<file path="config.mk">
export PLATFORM = sky130hd
export DESIGN_NAME = panel_pwr_seq
export DESIGN_NICKNAME = d
export VERILOG_FILES = /design/src/rtl/pseq_pkg.sv /design/src/rtl/pseq_timer.sv /design/src/rtl/pseq_fsm.sv /design/src/rtl/pseq_decode.sv /design/src/rtl/pseq_pix_gate.sv /design/src/rtl/panel_pwr_seq.sv
export SDC_FILE = /design/constraint.sdc
export NUM_CORES = 1
export LEC_CHECK = 0
export ABC_AREA = 0
export BUFFER_PORTS_ARGS = -buffer_cell sky130_fd_sc_hd__buf_2
export CELL_PAD_IN_SITES_DETAIL_PLACEMENT = 1
export CELL_PAD_IN_SITES_GLOBAL_PLACEMENT = 2
export CORE_MARGIN = 5
export CORE_UTILIZATION = 23
export DETAILED_ROUTE_END_ITERATION = 6
export MAX_ROUTING_LAYER = met4
export PLACE_DENSITY = 0.81
export SLEW_MARGIN = 10
export SYNTH_ARGS = -nofsm -noshare
export SYNTH_HDL_FRONTEND = slang
export SYNTH_SLANG_ARGS = --single-unit
</file>
<file path="constraint.sdc">
create_clock -name clk -period 3.03 [get_ports clk]
set_input_delay 0.7575 -clock clk [delete_from_list [all_inputs] [get_ports clk]]
set_output_delay 0.7575 -clock clk [all_outputs]
set_load 0.005 [all_outputs]
</file>
<file path="src/rtl/pseq_pkg.sv">
package pseq_pkg;
  typedef enum logic [2:0] {
    PS_OFF    = 3'd0,
    PS_SUPPLY = 3'd1,
    PS_LINK   = 3'd2,
    PS_LIT    = 3'd3,
    PS_DIM    = 3'd4,
    PS_DROP   = 3'd5
  } pseq_state_t;

  function automatic int dmax(input int a, input int b);
    return (a > b) ? a : b;
  endfunction
endpackage

</file>
<file path="src/rtl/pseq_timer.sv">
module pseq_timer #(
  parameter int CW = 8
) (
  input  logic          clk,
  input  logic          rst_n,
  input  logic          restart,
  input  logic          tick,
  output logic [CW-1:0] count
);
  localparam logic [CW-1:0] CMAX = '1;

  always_ff @(posedge clk) begin
    if (!rst_n)               count <= '0;
    else if (restart)         count <= '0;
    else if (tick && count != CMAX) count <= count + 1'b1;
  end
endmodule

</file>
<file path="src/rtl/pseq_fsm.sv">
module pseq_fsm
  import pseq_pkg::*;
#(
  parameter int T_LINK = 20,
  parameter int T_LAMP = 1,
  parameter int T_DIM  = 150,
  parameter int T_DROP = 5,
  parameter int T_REST = 200,
  parameter int CW     = 8
) (
  input  logic        clk,
  input  logic        rst_n,
  input  logic        tick,
  input  logic        req,
  output pseq_state_t state
);
  pseq_state_t   state_nx;
  logic [CW-1:0] count;
  logic [CW-1:0] limit;
  logic          expired;
  logic          restart;

  always_comb begin
    case (state)
      PS_OFF:    limit = CW'(T_REST);
      PS_SUPPLY: limit = CW'(T_LINK);
      PS_LINK:   limit = CW'(T_LAMP);
      PS_DIM:    limit = CW'(T_DIM);
      PS_DROP:   limit = CW'(T_DROP);
      default:   limit = '0;
    endcase
  end

  assign expired = (count >= limit);

  always_comb begin
    state_nx = state;
    case (state)
      PS_OFF:    if (req && expired) state_nx = PS_SUPPLY;
      PS_SUPPLY: if (expired) state_nx = req ? PS_LINK : PS_DROP;
      PS_LINK:   if (expired) state_nx = req ? PS_LIT : PS_DIM;
      PS_LIT:    if (!req) state_nx = PS_DIM;
      PS_DIM:    if (expired) state_nx = PS_DROP;
      PS_DROP:   if (expired) state_nx = PS_OFF;
      default:   state_nx = PS_OFF;
    endcase
  end

  assign restart = (state_nx != state);

  always_ff @(posedge clk) begin
    if (!rst_n) state <= PS_OFF;
    else        state <= state_nx;
  end

  pseq_timer #(.CW(CW)) u_timer (
    .clk    (clk),
    .rst_n  (rst_n),
    .restart(restart),
    .tick   (tick),
    .count  (count)
  );
endmodule

</file>
<file path="src/rtl/pseq_decode.sv">
module pseq_decode
  import pseq_pkg::*;
(
  input  pseq_state_t state,
  output logic        logic_en,
  output logic        link_en,
  output logic        lamp_en,
  output logic        busy
);
  always_comb begin
    logic_en = 1'b0;
    link_en  = 1'b0;
    lamp_en  = 1'b0;
    busy     = 1'b1;
    case (state)
      PS_OFF:    busy = 1'b0;
      PS_SUPPLY: logic_en = 1'b1;
      PS_LINK:   begin logic_en = 1'b1; link_en = 1'b1; end
      PS_LIT:    begin logic_en = 1'b1; link_en = 1'b1; lamp_en = 1'b1; busy = 1'b0; end
      PS_DIM:    begin logic_en = 1'b1; link_en = 1'b1; end
      PS_DROP:   logic_en = 1'b1;
      default:   busy = 1'b1;
    endcase
  end
endmodule

</file>
<file path="src/rtl/pseq_pix_gate.sv">
module pseq_pix_gate #(
  parameter int W = 21
) (
  input  logic         open_i,
  input  logic [W-1:0] d_i,
  output logic [W-1:0] d_o
);
  for (genvar b = 0; b < W; b++) begin : g_bit
    assign d_o[b] = d_i[b] & open_i;
  end
endmodule

</file>
<file path="src/rtl/panel_pwr_seq.sv">
module panel_pwr_seq
  import pseq_pkg::*;
#(
  parameter int T_LINK = 20,
  parameter int T_LAMP = 1,
  parameter int T_DIM  = 150,
  parameter int T_DROP = 5,
  parameter int T_REST = 200,
  parameter int PIX_W  = 21
) (
  input  logic             clk,
  input  logic             rst_n,
  input  logic             tick_ms,
  input  logic             panel_req,
  input  logic [PIX_W-1:0] pix_in,
  output logic             logic_en,
  output logic             link_en,
  output logic             lamp_en,
  output logic             seq_busy,
  output logic [PIX_W-1:0] pix_out
);
  localparam int MAXD = dmax(dmax(dmax(T_LINK, T_LAMP), dmax(T_DIM, T_DROP)), T_REST);
  localparam int CW   = $clog2(MAXD + 1) + 1;

  pseq_state_t state;

  pseq_fsm #(
    .T_LINK(T_LINK), .T_LAMP(T_LAMP), .T_DIM(T_DIM),
    .T_DROP(T_DROP), .T_REST(T_REST), .CW(CW)
  ) u_fsm (
    .clk  (clk),
    .rst_n(rst_n),
    .tick (tick_ms),
    .req  (panel_req),
    .state(state)
  );

  pseq_decode u_dec (
    .state   (state),
    .logic_en(logic_en),
    .link_en (link_en),
    .lamp_en (lamp_en),
    .busy    (seq_busy)
  );

  pseq_pix_gate #(.W(PIX_W)) u_gate (
    .open_i(link_en),
    .d_i   (pix_in),
    .d_o   (pix_out)
  );
endmodule

</file>
# Word level (Yosys, flattened, before mapping)
# Cells that the tools add are included.
# W data, S select, Z words.
[word_totals] register_bits=12 word_cells=54
[op_classes] addsub=1 n_lt_le_gt_ge=1 eq_ne=7 n_mux=14 bitwise=22 n_reduce_logical=7
[op_table] op="$pmux W8 S5" n=1
[op_table] op="$mux W3" n=8
[op_table] op="$and A1 B1 Y1" n=21
[op_table] op="$pmux W3 S6" n=1
[op_table] op="$add A9 B1 Y9 const B" n=1
[op_table] op="$ge A9 B8 Y1" n=1
[op_table] op="$ne A9 B9 Y1 const B" n=1
[op_table] op="$eq A3 B2 Y1 const B" n=2
[op_table] op="$eq A3 B3 Y1 const B" n=2
[op_table] op="$reduce_or A5 Y1" n=1
[op_table] op="$mux W1" n=4
[op_table] op="$reduce_or A2 Y1" n=2
[op_table] op="$eq A3 B1 Y1 const B" n=1
[op_table] op="$logic_not A3 Y1" n=1
[op_table] op="$ne A3 B3 Y1" n=1
[op_table] op="$reduce_or A3 Y1" n=1
[op_table] op="$logic_and A1 B1 Y1" n=2
[op_table] op="$not A1 Y1" n=1

# Longest topological paths before layout
[depth] depth_word=8 mapped_depth=10 ltp_nobuf=10

# Modules after synthesis
# From an unflattened synthesis, not the netlist that was laid out.
[unflattened] cells_unflattened=136 hier_area_um2=1074.8
[by_module_without_submodules] mod="pseq_fsm" instances=1 cells_each=59 area_each_um2=441.7 seq_area_each_um2=60.1
[by_module_without_submodules] mod="pseq_timer" instances=1 cells_each=46 area_each_um2=415.4 seq_area_each_um2=180.2
[by_module_without_submodules] mod="pseq_pix_gate" instances=1 cells_each=23 area_each_um2=172.7 seq_area_each_um2=0.0
[by_module_without_submodules] mod="pseq_decode" instances=1 cells_each=8 area_each_um2=45.0 seq_area_each_um2=0.0

# Worst setup path after synthesis
# Ideal clock, no wire load.
[synth_path] path_kind="reg-to-reg" startpoint="register u_fsm.state[0]" endpoint="register u_fsm.state[2]" setup_ns=0.074 t_arrival_ns=2.192 path_slack_ns=0.764 stages_incl_launch_ff=10 cell_sequence="dfxtp_1 clkbuf_1 xor2_1 nand2b_1 ha_1 a2111oi_4 o21ai_2 a21o_4 a211o_1 a31oi_1"
[synth_via] elab_chain_len=6 word_cells_on_any_way=15 classes_between="order compare: 1; eq/ne: 5; mux: 7; reduce/logical: 2"
[synth_lines] item="start: declaration" line_no="pseq_fsm.sv:15" text="output pseq_state_t state"
[synth_lines] item="start signal: assignment" line_no="pseq_fsm.sv:53" text="else state <= state_nx;"
[synth_lines] item="$eq A3 B3 Y1 (tied with other cells)" line_no="pseq_fsm.sv:24, pseq_fsm.sv:38"
[synth_lines] item="$pmux W8 S5" line_no="pseq_fsm.sv:24" text="case (state)"
[synth_lines] item="$ge A9 B8 Y1" line_no="pseq_fsm.sv:34" text="assign expired = (count >= limit);"
[synth_lines] item="$logic_and A1 B1 Y1" line_no="pseq_fsm.sv:39" text="PS_OFF: if (req && expired) state_nx = PS_SUPPLY;"
[synth_lines] item="$mux W3" line_no="pseq_fsm.sv:39"
[synth_lines] item="$pmux W3 S6 (*)" line_no="pseq_fsm.sv:38" text="case (state)"
# Every way passes the cells marked *; elsewhere a longest branch is shown, timed or not.
# A chain may end at the register's enable or synchronous reset.

# Worst setup path in the final report
[layout_path] startpoint="register u_fsm.state[0]" endpoint="output port pix_out[17]"
[layout_via] elab_chain_len=4 word_cells_on_any_way=6 classes_between="eq/ne: 3; mux: 1; bitwise: 1; reduce/logical: 1"
[layout_lines] item="$eq A3 B2 Y1 or $eq A3 B3 Y1 (tied branches)" line_no="pseq_decode.sv:15" text="case (state)"
[layout_lines] item="$reduce_or A3 Y1 (no line) (*)"
[layout_lines] item="$mux W1 (*)" line_no="pseq_decode.sv:15"
[layout_lines] item="$and A1 B1 Y1 (*)" line_no="pseq_pix_gate.sv:9" text="assign d_o[b] = d_i[b] & open_i;"
[layout_lines] item="end: declaration" line_no="panel_pwr_seq.sv:20" text="output logic [PIX_W-1:0] pix_out"
# Marked as above.

==> results by group <==
Run status
  – Outcome: completed

Worst setup path
  – Buffers and inverters on the worst path: 2
  – CP Capture Type: output port
  – CP max FO: 22
  – Worst path max stage delay: 0.60 ns
  – Critical path's top delay family: flip-flops
  – Crit Path Category: flop to output port
  – Crit path required time: 2.27 ns
  – Critical path cell sequence: nor2_1 > nand2_1 > a21boi_1 > buf_4 > nor2b_1 > buf_2
  – Crit path from: u_fsm.state[0]
  – RR Startpoint: u_fsm.state[0]
  – CP max stage cell: dfxtp_1
  – Setup crit start kind: flop
  – CP arrival: 1.69 ns

Finish
  – Share of layout cells above drive strength 1: 33.5%
  – Nets: 214
  – Final instance area: 1350 um2
  – Antenna diodes: 0
  – Synth-to-Final Area Change: 35.8%

CTS
  – CTS tree: built
  – Worst-path clk slew: 0.06 ns
  – # hold bufs at CTS: 0
  – Root Driver: clkbuf_8
  – H-tree Lvls: 1
  – Setup Buffers After CTS: 0
  – Clk sink count: 12
  – Max Buffers Root-to-Sink: 2
  – Cts bufs inserted: 3
  – Post-CTS sizing: 0
  – Worst skew pair latency: 0.25 ns

Routing
  – DRT iter0 DRCs: 50
  – WL met3: 47 um
  – Routed len/inst: 12.1 um
  – DRT Pass-1 Iters: 4
  – Final WL: 2.80 mm
  – Met1 WL: 1.26 mm
  – Max layer used: met4
  – Residual DRC count: 0
  – Via count: 1,017
  – DR vias/cell: 4.40
  – Metal2 WL: 1.45 mm
  – Antenna Violating Nets Remaining: 0

Synthesis
  – Seq/Total Area, Yosys: 24.2%
  – Main synth FF type: dfxtp_1
  – Synth cell types: 29
  – Synth top area share: 24.2%
  – Share of synthesized registers carrying an async set or reset: 0%
  – Post-Synthesis Cells: 130
  – Syn_area_per_cell: 7.65 um2
  – Post-Synthesis Cell Area: 995 um2
  – Post-Syn Nets: 164
  – Yosys warns: 0
  – Register bit total from synthesis: 12
  – Top cells by area, synth: dfxtp_1 (24%), nor2b_1 (14%), ha_1 (11%)
  – Post-synth EDFFs: 0
  – Synth area leader: dfxtp_1

Die
  – # rows: 24
  – Initial Util: 23.3%
  – Die area: 5740 um2
  – Die width: 75.8 um
  – Die Ht: 75.8 um
  – Core area: 4260 um2
  – # IOs: 50

Timing
  – Clk_skew: 0.00336 ns
  – Post-route setup TNS: 0 ns
  – Rel. slew slack: 67.5%
  – Final Critical Period: 2.45 ns
  – Unrepaired setup endpoints after global routing: no
  – Final setup violation count: 0
  – Tcrit/Tclk final: 80.9%
  – Max Fclk: 0.408 GHz
  – Min Hold Slack: 0.556 ns
  – Number of slew-limit violations in the final report: 0
  – Final Hold Viols: 0
  – Slew @ Worst Pin: 0.486 ns

Place
  – Gpl congestion: 0.683
  – Buffers on Ports: 49
  – Post-DP HPWL: 2.28 mm
  – Post-DP Area: 1300 um2

Power and ir drop
  – LEAKAGE: 0.684 nW
  – Power Dens Cells: 304 nW/um2
  – Peak supply drop: 111 uV

GRT
  – Global-route wire length before repair: 4.26 mm
  – Overflow after GRT: 0
  – Initial antenna violation count: 0
  – Largest net degree at the start of global routing: 23
  – Vias in the first global route: 886
  – Gr usage total: 10.0%

Job
  – Max Cap Violations: 0

Worst hold path
  – Hold Crit Start: u_fsm.state[1]
  – Worst min path class: flop to flop
-- cells by family (layout without fill, tap and decap cells) --
group	Yosys count	count (layout)	synth area share, %
XOR/XNOR	8	8	7.04
AO/OA/AOI/OAI	23	23	18.2
multiplexers	2	2	2.01
buffers and inverters	13	62	5.03
flip-flops	12	12	24.2
AND/OR/NAND/NOR	63	63	32.2
adder cells (fa/ha/maj)	9	9	11.3
-- through the flow --
stage / util (%) / worst slack, ns / cells / power, mW
detailed placement: 30.4 / 0.615 / 227 / 0.233
CTS: 31.7 / 0.572 / 231 / 0.418
global placement: 30.4 / 0.620 / 227 / 0.231
finish: 31.7 / 0.579 / 231 / 0.411
floorplan: - / 0.764 / 130 / 0.210
global route: 31.7 / 0.341 / 231 / 0.432
-- worst reg2reg max path: stages, from the launching register on --
cell       delay (ns)
dfxtp_1          0.45
nor2_1           0.20
inv_1            0.10
nor2_1           0.18
inv_1            0.09
ha_1             0.22
a2111oi_4        0.36
o21ai_2          0.11
a21o_4           0.22
a211o_1          0.29
a31oi_1          0.15
-- layout by cell type (no fill, tap or decap), types with 4 or more instances in the layout --
| master | count |
|---|---|
| buf_2 | 49 |
| xor2_1 | 5 |
| nand4_1 | 5 |
| inv_1 | 7 |
| nor2_1 | 18 |
| ha_1 | 9 |
| clkbuf_8 | 4 |
| o21ai_0 | 6 |
| dfxtp_1 | 12 |
| nand2_1 | 10 |
| nor2b_1 | 23 |
-- sequential cells by signal, indices dropped and copies added (netlist names) --
signal / flops
u_fsm.u_timer.count: 9
u_fsm.state: 3
-- synth_stat cells (3+ instances only) --
library cell,number
xnor2_1,3
nand4_1,5
nor2_1,18
o21ai_0,6
clkbuf_1,5
a21oi_1,3
inv_1,7
a211oi_1,3
ha_1,9
dfxtp_1,12
nand3_1,3
nand2_1,10
nor2b_1,23
xor2_1,5
-- layout make-up --
type	count	area, um2
clock buffers	4	55.1
fillers	549	2910
inverters	7	26.3
multi-input cells	105	704
flip-flops and latches	12	240
well taps	52	65.1
repair buffers	51	260
-- final timing paths --
path                                        to  slack (ns)  cells past startpoint
worst max-delay path               pix_out[17]        0.58                      6
worst max register to register  u_fsm.state[2]        0.60                     10
worst min register to register  u_fsm.state[1]        0.56                      2
worst min-delay path            u_fsm.state[1]        0.56                      2
-- where the power goes --
| group | switching (mW) | total, mW | internal, mW |
|---|---|---|---|
| Clock | 0.0667 | 0.182 | 0.115 |
| Sequential | 0.00788 | 0.173 | 0.165 |
| Combinational | 0.0258 | 0.0565 | 0.0307 |
-- layer usage --
metal | track usage [%] | up-vias
li1 | - | 539
met5 | - | -
met1 | 13.0 | 463
met3 | 1.58 | 5
met4 | 5.83 | 0
met2 | 14.6 | 10
Power figures use the tool's default switching activity.
